File: config.mk
export PLATFORM = sky130hd
export DESIGN_NAME = lcd_frame_seq
export DESIGN_NICKNAME = d
export VERILOG_FILES = /design/src/rtl/lcd_seq_pkg.sv /design/src/rtl/lcd_seq_timer.sv /design/src/rtl/lcd_seq_drive.sv /design/src/rtl/lcd_frame_seq.sv
export SDC_FILE = /design/constraint.sdc
export NUM_CORES = 1
export LEC_CHECK = 0
export BUFFER_PORTS_ARGS = -buffer_cell sky130_fd_sc_hd__buf_2
export CAP_MARGIN = 20
export CORE_MARGIN = 2
export CORE_UTILIZATION = 44
export CTS_CLUSTER_DIAMETER = 50
export CTS_CLUSTER_SIZE = 20
export DETAILED_ROUTE_END_ITERATION = 8
export PLACE_DENSITY = 0.75
export SLEW_MARGIN = 20
export SYNTH_ARGS = -nofsm -noshare
export SYNTH_HDL_FRONTEND = slang
export SYNTH_SLANG_ARGS = --single-unit
File: constraint.sdc
create_clock -name clk -period 9.9 [get_ports clk]
set_input_delay 0.99 -clock clk [delete_from_list [all_inputs] [get_ports clk]]
set_output_delay 0.99 -clock clk [all_outputs]
set_load 0.005 [all_outputs]
File: src/rtl/lcd_seq_pkg.sv
package lcd_seq_pkg;
  localparam int PS_W   = 4;
  localparam int NCOM   = 4;
  localparam int SLOT_W = PS_W + 3;

  typedef enum logic [1:0] {
    MUX_STATIC = 2'd0,
    MUX_HALF   = 2'd1,
    MUX_THIRD  = 2'd2,
    MUX_QUART  = 2'd3
  } mux_e;

  typedef enum logic [1:0] {
    LV_LOW  = 2'd0,
    LV_MID  = 2'd1,
    LV_HIGH = 2'd3
  } lvl_e;

  // sub-slots per common slot for each mode
  function automatic logic [2:0] sub_per_slot(mux_e m);
    case (m)
      MUX_STATIC: return 3'd4;
      MUX_HALF:   return 3'd2;
      default:    return 3'd1;
    endcase
  endfunction

  // number of commons scanned in a frame
  function automatic logic [2:0] com_count(mux_e m);
    return {1'b0, m} + 3'd1;
  endfunction

  // enabled clocks in one common slot
  function automatic logic [SLOT_W-1:0] slot_len(mux_e m, logic [PS_W-1:0] ps);
    logic [SLOT_W-1:0] unit;
    unit = SLOT_W'(ps) + SLOT_W'(1);
    return SLOT_W'(unit * SLOT_W'(sub_per_slot(m)));
  endfunction
endpackage

File: src/rtl/lcd_seq_timer.sv
module lcd_seq_timer
  import lcd_seq_pkg::*;
(
  input  logic            clk,
  input  logic            rst_n,
  input  logic            lcd_ce,
  input  logic [PS_W-1:0] ps_in,
  input  logic [1:0]      mode_in,
  input  logic            wave_in,
  input  logic            sleep_req,
  output logic [1:0]      com_o,
  output logic            phase_o,
  output logic            frame_end_o,
  output logic            sleep_o
);
  mux_e              cfg_mode;
  logic [PS_W-1:0]   cfg_ps;
  logic              cfg_b;
  logic [SLOT_W-1:0] pos;
  logic [SLOT_W-1:0] len;
  logic [1:0]        com_q;
  logic              par_q;
  logic              sleep_q;

  // named internal events
  logic last_pos, last_com, fe, balanced, phase_a;

  assign len      = slot_len(cfg_mode, cfg_ps);
  assign last_pos = (pos == len - SLOT_W'(1));
  assign last_com = ({1'b0, com_q} == com_count(cfg_mode) - 3'd1);
  assign fe       = lcd_ce & ~sleep_q & last_pos & last_com;
  assign balanced = ~cfg_b | par_q;
  assign phase_a  = ({pos, 1'b0} >= {1'b0, len});

  always_ff @(posedge clk) begin
    if (!rst_n) begin
      pos      <= '0;
      com_q    <= '0;
      par_q    <= 1'b0;
      sleep_q  <= 1'b0;
      cfg_mode <= mux_e'(mode_in);
      cfg_ps   <= ps_in;
      cfg_b    <= wave_in;
    end else if (sleep_q) begin
      if (!sleep_req) begin
        sleep_q  <= 1'b0;
        cfg_mode <= mux_e'(mode_in);
        cfg_ps   <= ps_in;
        cfg_b    <= wave_in;
      end
    end else if (lcd_ce) begin
      if (!last_pos) begin
        pos <= pos + SLOT_W'(1);
      end else begin
        pos <= '0;
        if (!last_com) begin
          com_q <= com_q + 2'd1;
        end else begin
          com_q    <= '0;
          cfg_mode <= mux_e'(mode_in);
          cfg_ps   <= ps_in;
          cfg_b    <= wave_in;
          if (sleep_req && balanced) begin
            sleep_q <= 1'b1;
            par_q   <= 1'b0;
          end else begin
            par_q <= (cfg_b & wave_in) ? ~par_q : 1'b0;
          end
        end
      end
    end
  end

  assign com_o       = com_q;
  assign phase_o     = cfg_b ? par_q : phase_a;
  assign frame_end_o = fe;
  assign sleep_o     = sleep_q;

  a_r10_sleep_on_balance: assert property (@(posedge clk) disable iff (!rst_n)
    $rose(sleep_q) |-> $past(fe && balanced && sleep_req));

  a_r8_cfg_hold: assert property (@(posedge clk) disable iff (!rst_n)
    ($past(rst_n) && !$past(fe) && !$past(sleep_q))
      |-> ($stable(cfg_ps) && $stable(cfg_mode) && $stable(cfg_b)));

  a_r3_com_range: assert property (@(posedge clk) disable iff (!rst_n)
    ({1'b0, com_q} < com_count(cfg_mode)));

  a_r5_frame_phase_hold: assert property (@(posedge clk) disable iff (!rst_n)
    (!fe && cfg_b && !sleep_q) |=> $stable(par_q));

  a_r12_hold_when_idle: assert property (@(posedge clk) disable iff (!rst_n)
    (!lcd_ce && !sleep_q) |=> ($stable(pos) && $stable(com_q)));

  a_r9_wrap_after_end: assert property (@(posedge clk) disable iff (!rst_n)
    fe |=> (pos == '0 && com_q == 2'd0));
endmodule

File: src/rtl/lcd_seq_drive.sv
module lcd_seq_drive
  import lcd_seq_pkg::*;
#(
  parameter int NSEG = 8
)(
  input  logic                 clk,
  input  logic                 rst_n,
  input  logic [1:0]           com_i,
  input  logic                 phase_i,
  input  logic                 sleep_i,
  input  logic [NCOM*NSEG-1:0] seg_data,
  output logic [2*NCOM-1:0]    com_lvl,
  output logic [2*NSEG-1:0]    seg_lvl
);
  localparam int ROW_W = NSEG;

  logic [1:0]       on_lvl, off_lvl;
  logic [ROW_W-1:0] row;
  logic [NCOM-1:0]  com_hot;
  logic [NSEG-1:0]  seg_mid;

  assign on_lvl  = phase_i ? LV_LOW  : LV_HIGH;
  assign off_lvl = phase_i ? LV_HIGH : LV_LOW;
  assign row     = seg_data[com_i*NSEG +: NSEG];

  for (genvar c = 0; c < NCOM; c++) begin : g_com
    assign com_lvl[2*c +: 2] = sleep_i ? LV_MID :
                               (com_i == 2'(c)) ? on_lvl : LV_MID;
    assign com_hot[c] = (com_lvl[2*c +: 2] != LV_MID);
  end

  for (genvar s = 0; s < NSEG; s++) begin : g_seg
    assign seg_lvl[2*s +: 2] = sleep_i ? LV_MID : (row[s] ? off_lvl : on_lvl);
    assign seg_mid[s] = (seg_lvl[2*s +: 2] == LV_MID);
  end

  a_r6_one_active_com: assert property (@(posedge clk) disable iff (!rst_n)
    !sleep_i |-> ($countones(com_hot) == 1));

  a_r11_all_mid_asleep: assert property (@(posedge clk) disable iff (!rst_n)
    sleep_i |-> (com_hot == '0 && (&seg_mid)));

  a_r7_seg_extreme: assert property (@(posedge clk) disable iff (!rst_n)
    !sleep_i |-> (seg_mid == '0));
endmodule

File: src/rtl/lcd_frame_seq.sv
module lcd_frame_seq
  import lcd_seq_pkg::*;
#(
  parameter int NSEG = 8
)(
  input  logic                 clk,
  input  logic                 rst_n,
  input  logic                 lcd_ce,
  input  logic [PS_W-1:0]      prescale,
  input  logic [1:0]           mux_mode,
  input  logic                 wave_b,
  input  logic [NCOM*NSEG-1:0] seg_data,
  input  logic                 sleep_req,
  output logic [1:0]           com_sel,
  output logic                 drive_phase,
  output logic [2*NCOM-1:0]    com_lvl,
  output logic [2*NSEG-1:0]    seg_lvl,
  output logic                 frame_strobe,
  output logic                 sleep_ok
);
  logic [1:0] com_w;
  logic       phase_w, fe_w, sleep_w;

  lcd_seq_timer u_timer (
    .clk         (clk),
    .rst_n       (rst_n),
    .lcd_ce      (lcd_ce),
    .ps_in       (prescale),
    .mode_in     (mux_mode),
    .wave_in     (wave_b),
    .sleep_req   (sleep_req),
    .com_o       (com_w),
    .phase_o     (phase_w),
    .frame_end_o (fe_w),
    .sleep_o     (sleep_w)
  );

  lcd_seq_drive #(.NSEG(NSEG)) u_drive (
    .clk      (clk),
    .rst_n    (rst_n),
    .com_i    (com_w),
    .phase_i  (phase_w),
    .sleep_i  (sleep_w),
    .seg_data (seg_data),
    .com_lvl  (com_lvl),
    .seg_lvl  (seg_lvl)
  );

  assign com_sel      = com_w;
  assign drive_phase  = phase_w;
  assign frame_strobe = fe_w;
  assign sleep_ok     = sleep_w;

  a_r1_reset_idle: assert property (@(posedge clk)
    !rst_n |=> (com_sel == 2'd0 && !drive_phase && !sleep_ok));

  a_r11_no_strobe_asleep: assert property (@(posedge clk) disable iff (!rst_n)
    sleep_ok |-> (!frame_strobe && com_sel == 2'd0));
endmodule

==> results of run 1 <==
-- Yosys cell counts, drive strengths merged (9+ instances only) --
library cell,n
clkbuf,12
dfxtp,11
ha,18
inv,13
nand2,32
nand2b,14
nand3,29
nor2,33
nor4,11
xnor2,10
xor2,9
-- layout make-up --
type                    instances  share of cell area
clock buffers                   3              0.0137
inverters                      13              0.0162
clock inverters                 1             0.00125
flip-flops and latches         18               0.143
multi-input cells             264               0.670
well taps                      72              0.0300
repair buffers                 74               0.126
-- through the flow --
step | hold WS [ns] | util | worst slack (ns) | total power, uW
2_1_floorplan | 0.446 | - | 4.73 | 203
6_report | 0.485 | 0.539 | 3.73 | 297
5_1_grt | 0.527 | 0.539 | 3.40 | 320
4_1_cts | 0.496 | 0.539 | 3.76 | 297
3_3_place_gp | 0.456 | 0.531 | 4.25 | 240
3_5_place_dp | 0.487 | 0.531 | 4.05 | 244
-- sequential cells by signal (all words and copies together), names as in the netlist --
signal / flops
u_timer.cfg_b: 1
u_timer.pos: 7
u_timer.cfg_mode: 2
u_timer.com_o: 2
u_timer.par_q: 1
u_timer.sleep_o: 1
u_timer.cfg_ps: 4
-- worst min-delay path by stage --
stage	from	endpoint	slack, ns	depth (start not counted)
global placement	u_timer.par_q	u_timer.par_q	0.46	2
floorplan	u_timer.par_q	u_timer.par_q	0.45	2
CTS	u_timer.par_q	u_timer.par_q	0.50	2
global route	u_timer.par_q	u_timer.par_q	0.53	2
finish	u_timer.par_q	u_timer.par_q	0.48	2
detailed placement	u_timer.par_q	u_timer.par_q	0.49	2
-- where the power goes --
group / switching, uW / total [uW] / internal (uW)
combinational: 88.5 / 158 / 69.6
clock: 26.2 / 53.9 / 27.7
sequential: 4.97 / 85.0 / 80.0
total: 120 / 297 / 177
-- critical path, stage by stage, from the launching register on --
cell	delay, ns
edfxtp_1	0.45
ha_1	0.27
xor2_1	0.18
and2_1	0.18
fa_1	0.49
ha_1	0.17
inv_1	0.06
fa_1	0.38
nand2b_1	0.16
o2bb2ai_1	0.14
xnor3_1	0.33
inv_1	0.06
ha_1	0.20
nor3_1	0.82
nand2b_1	0.39
nor2_1	0.25
a221oi_1	0.10
o211ai_1	0.14
buf_2	0.15
-- cells by family (layout without fill, tap and decap cells) --
family | Yosys count | in the layout
xor+xnor | 20 | 20
flops | 18 | 18
fa+ha+maj | 22 | 22
mux | 14 | 14
compound gates | 60 | 60
buf+inv | 33 | 91
simple gates | 148 | 148
-- routing by layer --
metal / global-route usage / up-vias / wire length (um)
met4: 0.0237 / 0 / 51
met5: 0 / - / 0
met2: 0.351 / 91 / 3130
li1: - / 1284 / -
met1: 0.283 / 1181 / 2900
met3: 0.0337 / 7 / 394
==> impl_metrics.env, run 1 <==
export IMPL_status="complete, no violations"
export IMPL_post_route_min_period_ns=6.17
export IMPL_ant_nets=0
export IMPL_synthArstFlopShare=0
export IMPL_core_rowCount=27
export IMPL_tritoncts="done"
export IMPL_netlist_instances=315
export IMPL_drv_cap=0
export IMPL_multi_input_area_um2=2010
export IMPL_grt_pass1_wl_um=10800
export IMPL_vias=2563
export IMPL_cts_resized=0
export IMPL_syn_nets=380
export IMPL_cp_arrival_ns=5.18
export IMPL_dp_hpwl_um=5100
export IMPL_ys_flop_type="dfxtp_1"
export IMPL_synth_avg_cell_area_um2=8.19
export IMPL_fmax_mhz=162
export IMPL_die_h_um=80.6
export IMPL_vias_per_cell=5.76
export IMPL_relSlewSlack=0.315
export IMPL_final_max_slew_viol_count=0
export IMPL_post_cts_buffers=0
export IMPL_ir_drop_v=0.0000599
export IMPL_ios=72
export IMPL_cp_end_kind="output port"
export IMPL_worstMarginPinSlew_ns=1.02
export IMPL_regToRegSetupSlack_ns=5.51
export IMPL_hold_viol=0
export IMPL_total_leakage_power_uw=0.00125
export IMPL_finalWirelength_um=6480
export IMPL_overflow=0
export IMPL_start_util=0.463
export IMPL_dp_cells=441
export IMPL_clock_skew_ns=0.00215
export IMPL_cp_max_fo=11
export IMPL_rsz0062_at_grt="false"
export IMPL_timing_rr_start="u_timer.cfg_ps[0]"
export IMPL_synthTopCellsByArea="ha_1 (8.7%), dfxtp_1 (8.5%), edfxtp_1 (8.2%), mux4_2 (7.0%), nand3_1 (5.6%)"
export IMPL_powerDensity_nw_per_um2=98.8
export IMPL_diodes=0
export IMPL_cp_endpoint="seg_lvl[5]"
export IMPL_synth_seq_cells=18
export IMPL_netlist_area_um2=2580
export IMPL_synthAdderAreaFrac=0.118
export IMPL_globalplace_congestion=0.836
export IMPL_core_area_um2=5570
export IMPL_antenna_found_initial=0
export IMPL_cts_max_path_buffers=2
export IMPL_nets=439
export IMPL_design_area_um2=3010
export IMPL_synth_compound_area_frac=0.193
export IMPL_critPathKind="flop to output port"
export IMPL_clkTransAtPathRegs_ns=0.07
export IMPL_crit_path_start="u_timer.cfg_ps[0]"
export IMPL_numCtsBuffers=3
export IMPL_synth_edf_count=7
export IMPL_synth_cell_type_count=52
export IMPL_fin_crit_sh=0.623
export IMPL_synthSimpleGateAreaFrac=0.293
export IMPL_drc=0
export IMPL_synth_warnings=0
export IMPL_place_area_um2=2960
export IMPL_yosys_mux_area_fraction=0.0932
export IMPL_r2r_end="u_timer.cfg_ps[1]"
export IMPL_wl_per_cell_um=14.6
export IMPL_cts_hold_buf=0
export IMPL_layout_drive_gt1_share=0.257
export IMPL_ctsRootBufferMaster="clkbuf_8"
export IMPL_hp_class="flop to flop"
export IMPL_die_w_um=80.6
export IMPL_finalSetupViolations=0
export IMPL_grt_use_total=0.206
export IMPL_synth_xor_area_frac=0.0805
export IMPL_port_buffers=71
export IMPL_ff2ff_path_depth=14
export IMPL_yosysSeqAreaShare=0.167
export IMPL_ff_latch_area_um2=430
export IMPL_yosysTopAreaCellShare=0.0873
export IMPL_finalSetupTns_ns=0
export IMPL_grt_max_degree=34
export IMPL_syn_to_final_growth_pct=16.5
export IMPL_cts_sinks=18
export IMPL_fp_dieArea_um2=6490
export IMPL_htreeDepth=1
export IMPL_drt_iter0_drc=179
export IMPL_final_cell_mix="buf_2 (71), nor2_1 (33), nand2_1 (32)"
export IMPL_drtPass1Iterations=6
export IMPL_start_kind="flop"
export IMPL_synth_top_family_by_area="simple AND/OR/NAND/NOR gates"
export IMPL_fillers=562
export IMPL_clock_latency_ns=0.26
export IMPL_yosys_area_top_type="ha_1"
export IMPL_fin_cells=445
export IMPL_final_common_cell="buf_2"
export IMPL_cp_required_ns=8.91
export IMPL_grt_pass1_vias=2416
Note: power is estimated with default switching activity, not from simulation.
==> run 2: changes to the inputs <==
- clock period: 9.9 -> 6.3 ns (I/O delays scaled with it)
==> impl_metrics.env, run 2 (synthesis gave the netlist of run 1 again) <==
export IMPL_status="complete, no violations"
export IMPL_ant_nets=0
export IMPL_ff_latch_area_um2=430
export IMPL_hold_viol=0
export IMPL_start_kind="flop"
export IMPL_htreeDepth=1
export IMPL_pwr_share_seq=0.286
export IMPL_clock_skew_ns=0.00562
export IMPL_internal_power_uw=279
export IMPL_cp_arrival_ns=4.68
export IMPL_ctsRootBufferMaster="clkbuf_8"
export IMPL_top_register="u_timer.pos"
export IMPL_total_leakage_power_uw=0.00126
export IMPL_port_buffers=71
export IMPL_wl_per_cell_um=14.3
export IMPL_crit_family="adder cells"
export IMPL_antenna_found_initial=0
export IMPL_fp_dieArea_um2=6490
export IMPL_path_buf_inv=4
export IMPL_finalWirelength_um=6390
export IMPL_dp_hpwl_um=5050
export IMPL_layout_drive_gt1_share=0.262
export IMPL_cts_max_path_buffers=2
export IMPL_fin_cells=446
export IMPL_fin_crit_sh=0.843
export IMPL_syn_to_final_growth_pct=17.0
export IMPL_drtPass1Iterations=4
export IMPL_crit_path_start="u_timer.cfg_ps[0]"
export IMPL_die_h_um=80.6
export IMPL_switching_power_uw=189
export IMPL_diodes=0
export IMPL_core_rowCount=27
export IMPL_grt_use_total=0.207
export IMPL_dp_cells=442
export IMPL_finalSetupViolations=0
export IMPL_powerDensity_nw_per_um2=155
export IMPL_multi_input_area_um2=2020
export IMPL_drt_iter0_drc=120
export IMPL_core_area_um2=5570
export IMPL_critPathKind="flop to output port"
export IMPL_fillers=534
export IMPL_nets=440
export IMPL_grt_pass1_vias=2434
export IMPL_drc=0
export IMPL_grt_pass1_wl_um=10800
export IMPL_tritoncts="done"
export IMPL_grt_max_degree=34
export IMPL_hp_class="flop to flop"
export IMPL_critPathMaxStageDelay_ns=0.68
export IMPL_final_max_slew_viol_count=0
export IMPL_timing_rr_start="u_timer.cfg_ps[0]"
export IMPL_ios=72
export IMPL_post_route_min_period_ns=5.31
export IMPL_die_w_um=80.6
export IMPL_min_from="u_timer.par_q"
export IMPL_dp_worst_setup_slack_ns=1.18
export IMPL_cp_end_kind="output port"
export IMPL_cp_max_fo=9
export IMPL_post_cts_buffers=0
export IMPL_vias_per_cell=5.77
export IMPL_cp_required_ns=5.67
export IMPL_crit_path_top_delay_cell="nor4_2"
export IMPL_drv_cap=0
export IMPL_numCtsBuffers=3
export IMPL_largest_reg_flops=7
export IMPL_cts_hold_buf=0
export IMPL_vias=2574
export IMPL_final_cell_mix="buf_2 (71), nor2_1 (33), nand2_1 (32)"
export IMPL_clkTransAtPathRegs_ns=0.07
export IMPL_fmax_mhz=188
export IMPL_globalplace_congestion=0.814
export IMPL_reg_top3="u_timer.pos x7, u_timer.cfg_ps x4"
export IMPL_worstMarginPinSlew_ns=0.753
export IMPL_cts_resized=0
export IMPL_finalSetupTns_ns=0
export IMPL_rsz0062_at_grt="false"
export IMPL_ir_drop_v=0.0000925
export IMPL_clkPwrFrac=0.183
export IMPL_clock_latency_ns=0.26
export IMPL_power_share_switching=0.403
export IMPL_start_util=0.463
export IMPL_cp_cell_sequence="ha_1, xor2_1, and2_1, fa_1, ha_1, inv_1, fa_1, nand2b_1, o2bb2ai_1, xnor3_1, inv_1, ha_1, nor4_2, buf_4, nand3_1, o311ai_0, a311oi_1, buf_2"
export IMPL_relSlewSlack=0.494
export IMPL_overflow=0
export IMPL_setup_slack_ns=0.989
export IMPL_pwr_share_comb=0.531
export IMPL_path_common_cell="ha_1"
export IMPL_final_common_cell="buf_2"
export IMPL_cts_sinks=18
[run 2: changes by cell type in the layout (fill, tap and decap cells not counted)]
cell     delta
o21ai_1     -1
buf_4       +1
o21ai_2     +1
[run 2: worst register-to-register path, cell delays in order, from the launching register on]
cell,delay (ns)
edfxtp_1,0.44
ha_1,0.26
xor2_1,0.18
and2_1,0.18
fa_1,0.48
ha_1,0.16
inv_1,0.05
fa_1,0.56
and3b_1,0.29
xnor2_1,0.16
xnor2_1,0.16
nand4b_1,0.22
nor4_1,0.37
nand3b_1,0.21
nand3_1,0.32
[run 2: power groups by stage]
stage / combinational [uW] / sequential [uW] / clock (uW)
3_3_place_gp: 240 / 136 / 0
6_report: 248 / 134 / 85.5
4_1_cts: 247 / 134 / 86.1
3_5_place_dp: 246 / 136 / 0
5_1_grt: 279 / 135 / 92.2
2_1_floorplan: 187 / 133 / 0
[run 2: area by class of cell]
cell class	instances	share of cell area
sequential	18	0.143
timing repair buffer	75	0.128
clock inverter	1	0.00124
clock buffer	3	0.0137
inverter	13	0.0162
multi-input combinational	264	0.669
tap	72	0.0299
[run 2: metrics by stage]
step                      utilization  hold slack, ns  cell area [um2]  total power (uW)
after floorplan                     -           0.446             2580               320
after global placement          0.532           0.458             2970               376
after detailed placement        0.532           0.490             2970               382
after CTS                       0.541           0.500             3010               467
after global routing            0.541           0.519             3020               505
final                           0.541           0.491             3020               468
[run 2: per-layer routing]
metal  part of all wire  up-vias  track usage
met2               0.48       69        0.370
met4             0.0053        0       0.0305
met3              0.055        6       0.0360
met5                  0        -            0
met1               0.46     1207        0.266
li1                   -     1292            -
[run 2: worst paths after layout]
path	to	slack, ns	cells past startpoint
worst min-delay path	u_timer.par_q	0.49	2
worst max-delay path	seg_lvl[12]	0.99	18
worst max register to register	u_timer.cfg_ps[1]	1.91	14
worst min register to register	u_timer.par_q	0.49	2
==> run 3: changes to the inputs <==
- clock period: 6.3 -> 5 ns (I/O delays scaled with it)
==> impl_metrics.env, run 3 (synthesis gave the netlist of run 1 again) <==
export IMPL_powerDensity_nw_per_um2=193
export IMPL_timing_rr_start="u_timer.cfg_ps[0]"
export IMPL_clock_skew_ns=0.00147
export IMPL_die_h_um=80.6
export IMPL_relSlewSlack=0.518
export IMPL_drc=0
export IMPL_cp_max_fo=8
export IMPL_dp_hpwl_um=4980
export IMPL_setup_slack_ns=0.191
export IMPL_total_leakage_power_uw=0.00130
export IMPL_cp_cell_sequence="ha_2, xor2_1, and2_1, fa_1, ha_1, inv_1, fa_1, nand2b_1, o2bb2ai_1, xnor3_1, inv_1, ha_1, nor3_4, nor2_1, buf_4, a221oi_1, o211ai_1, buf_2"
export IMPL_path_buf_inv=4
export IMPL_ir_drop_v=0.000124
export IMPL_crit_path_start="u_timer.cfg_ps[0]"
export IMPL_vias=2577
export IMPL_grt_pass1_wl_um=10600
export IMPL_top_register="u_timer.pos"
export IMPL_cts_sinks=18
export IMPL_finalSetupViolations=0
export IMPL_rsz0062_at_grt="false"
export IMPL_grt_pass1_vias=2363
export IMPL_port_buffers=71
export IMPL_core_rowCount=27
export IMPL_antenna_found_initial=0
export IMPL_r2r_end="u_timer.cfg_ps[0]"
export IMPL_finalSetupTns_ns=0
export IMPL_grt_use_total=0.202
export IMPL_drt_iter0_drc=115
export IMPL_start_util=0.463
export IMPL_ctsRootBufferMaster="clkbuf_8"
export IMPL_fin_crit_sh=0.962
export IMPL_ios=72
export IMPL_globalplace_congestion=0.807
export IMPL_worstMarginPinSlew_ns=0.722
export IMPL_final_cell_mix="buf_2 (71), nor2_1 (33), nand2_1 (32)"
export IMPL_drv_cap=0
export IMPL_start_kind="flop"
export IMPL_cp_arrival_ns=4.31
export IMPL_hold_path_depth=1
export IMPL_cp_end_kind="output port"
export IMPL_status="complete, no violations"
export IMPL_place_area_um2=3010
export IMPL_regToRegSetupSlack_ns=0.72
export IMPL_min_to="u_timer.cfg_mode[1]"
export IMPL_numCtsBuffers=3
export IMPL_hp_class="input port to flop"
export IMPL_tritoncts="done"
export IMPL_layout_drive_gt1_share=0.289
export IMPL_nets=447
export IMPL_diodes=0
export IMPL_crit_path_top_delay_cell="fa_1"
export IMPL_core_area_um2=5570
export IMPL_final_max_slew_viol_count=0
export IMPL_vias_per_cell=5.69
export IMPL_final_common_cell="buf_2"
export IMPL_fmax_mhz=208
export IMPL_ff2ff_path_depth=14
export IMPL_overflow=0
export IMPL_die_w_um=80.6
export IMPL_syn_to_final_growth_pct=20.9
export IMPL_whs_ns=0.413
export IMPL_grt_max_degree=28
export IMPL_fp_dieArea_um2=6490
export IMPL_reg_top3="u_timer.pos x7, u_timer.cfg_ps x4"
export IMPL_wl_per_cell_um=14.3
export IMPL_ant_nets=0
export IMPL_largest_reg_flops=7
export IMPL_cts_max_path_buffers=2
export IMPL_critPathKind="flop to output port"
export IMPL_cp_required_ns=4.50
export IMPL_dp_worst_setup_slack_ns=0.215
export IMPL_clock_latency_ns=0.26
export IMPL_hold_viol=0
export IMPL_design_area_um2=3120
export IMPL_drtPass1Iterations=5
export IMPL_cts_hold_buf=0
export IMPL_min_from="mux_mode[1]"
export IMPL_critPathMaxStageDelay_ns=0.48
export IMPL_post_route_min_period_ns=4.81
export IMPL_finalWirelength_um=6470
export IMPL_htreeDepth=1
export IMPL_clkTransAtPathRegs_ns=0.07
export IMPL_crit_family="adder cells"
[run 3: cell count changes in the layout (fill, tap and decap cells not counted), moves of 2 or more]
| cell | change |
|---|---|
| a221oi_1 | -2 |
| buf_6 | +2 |
| buf_4 | +5 |
| a221oi_2 | +2 |
[run 3: where the power goes]
part	switching (uW)	internal [uW]	total [uW]
combinational	178	149	328
clock	52.7	54.7	107
sequential	9.32	158	168
[run 3: worst max-delay path by stage]
stage	endpoint	slack (ns)	cells past startpoint
after floorplan	seg_lvl[8]	0.32	17
final	seg_lvl[15]	0.19	18
after detailed placement	seg_lvl[15]	0.22	18
after CTS	seg_lvl[15]	0.04	18
after global routing	seg_lvl[12]	0.006	18
after global placement	seg_lvl[15]	0.38	18
[run 3: per-layer routing]
layer  up-vias  global-route usage  routed length [um]
li1       1302                   -                   -
met3         2              0.0303                 343
met1      1204               0.287                3000
met5         -                   0                   0
met4         0              0.0237                  13
met2        69               0.333                3120
[run 3: cell type report]
type	instances	area (um2)
fillers	539	2460
multi-input cells	264	2060
repair buffers	82	445
flip-flops and latches	18	430
well taps	72	90.1
inverters	13	48.8
clock buffers	3	41.3
clock inverters	1	3.75
[run 3: repair_timing]
action / 4_1_cts / 5_1_grt
resized for setup: 1 / 9
buffers inserted: 0 / 2
endpoints found under the setup margin: 7 / 25
pin swaps: 0 / 3
[run 3: stage by stage]
step,total power (uW),cells,utilization
after floorplan,403,315,-
after global placement,482,447,0.539
after detailed placement,487,447,0.539
after CTS,594,451,0.548
after global routing,648,453,0.559
final,603,453,0.559
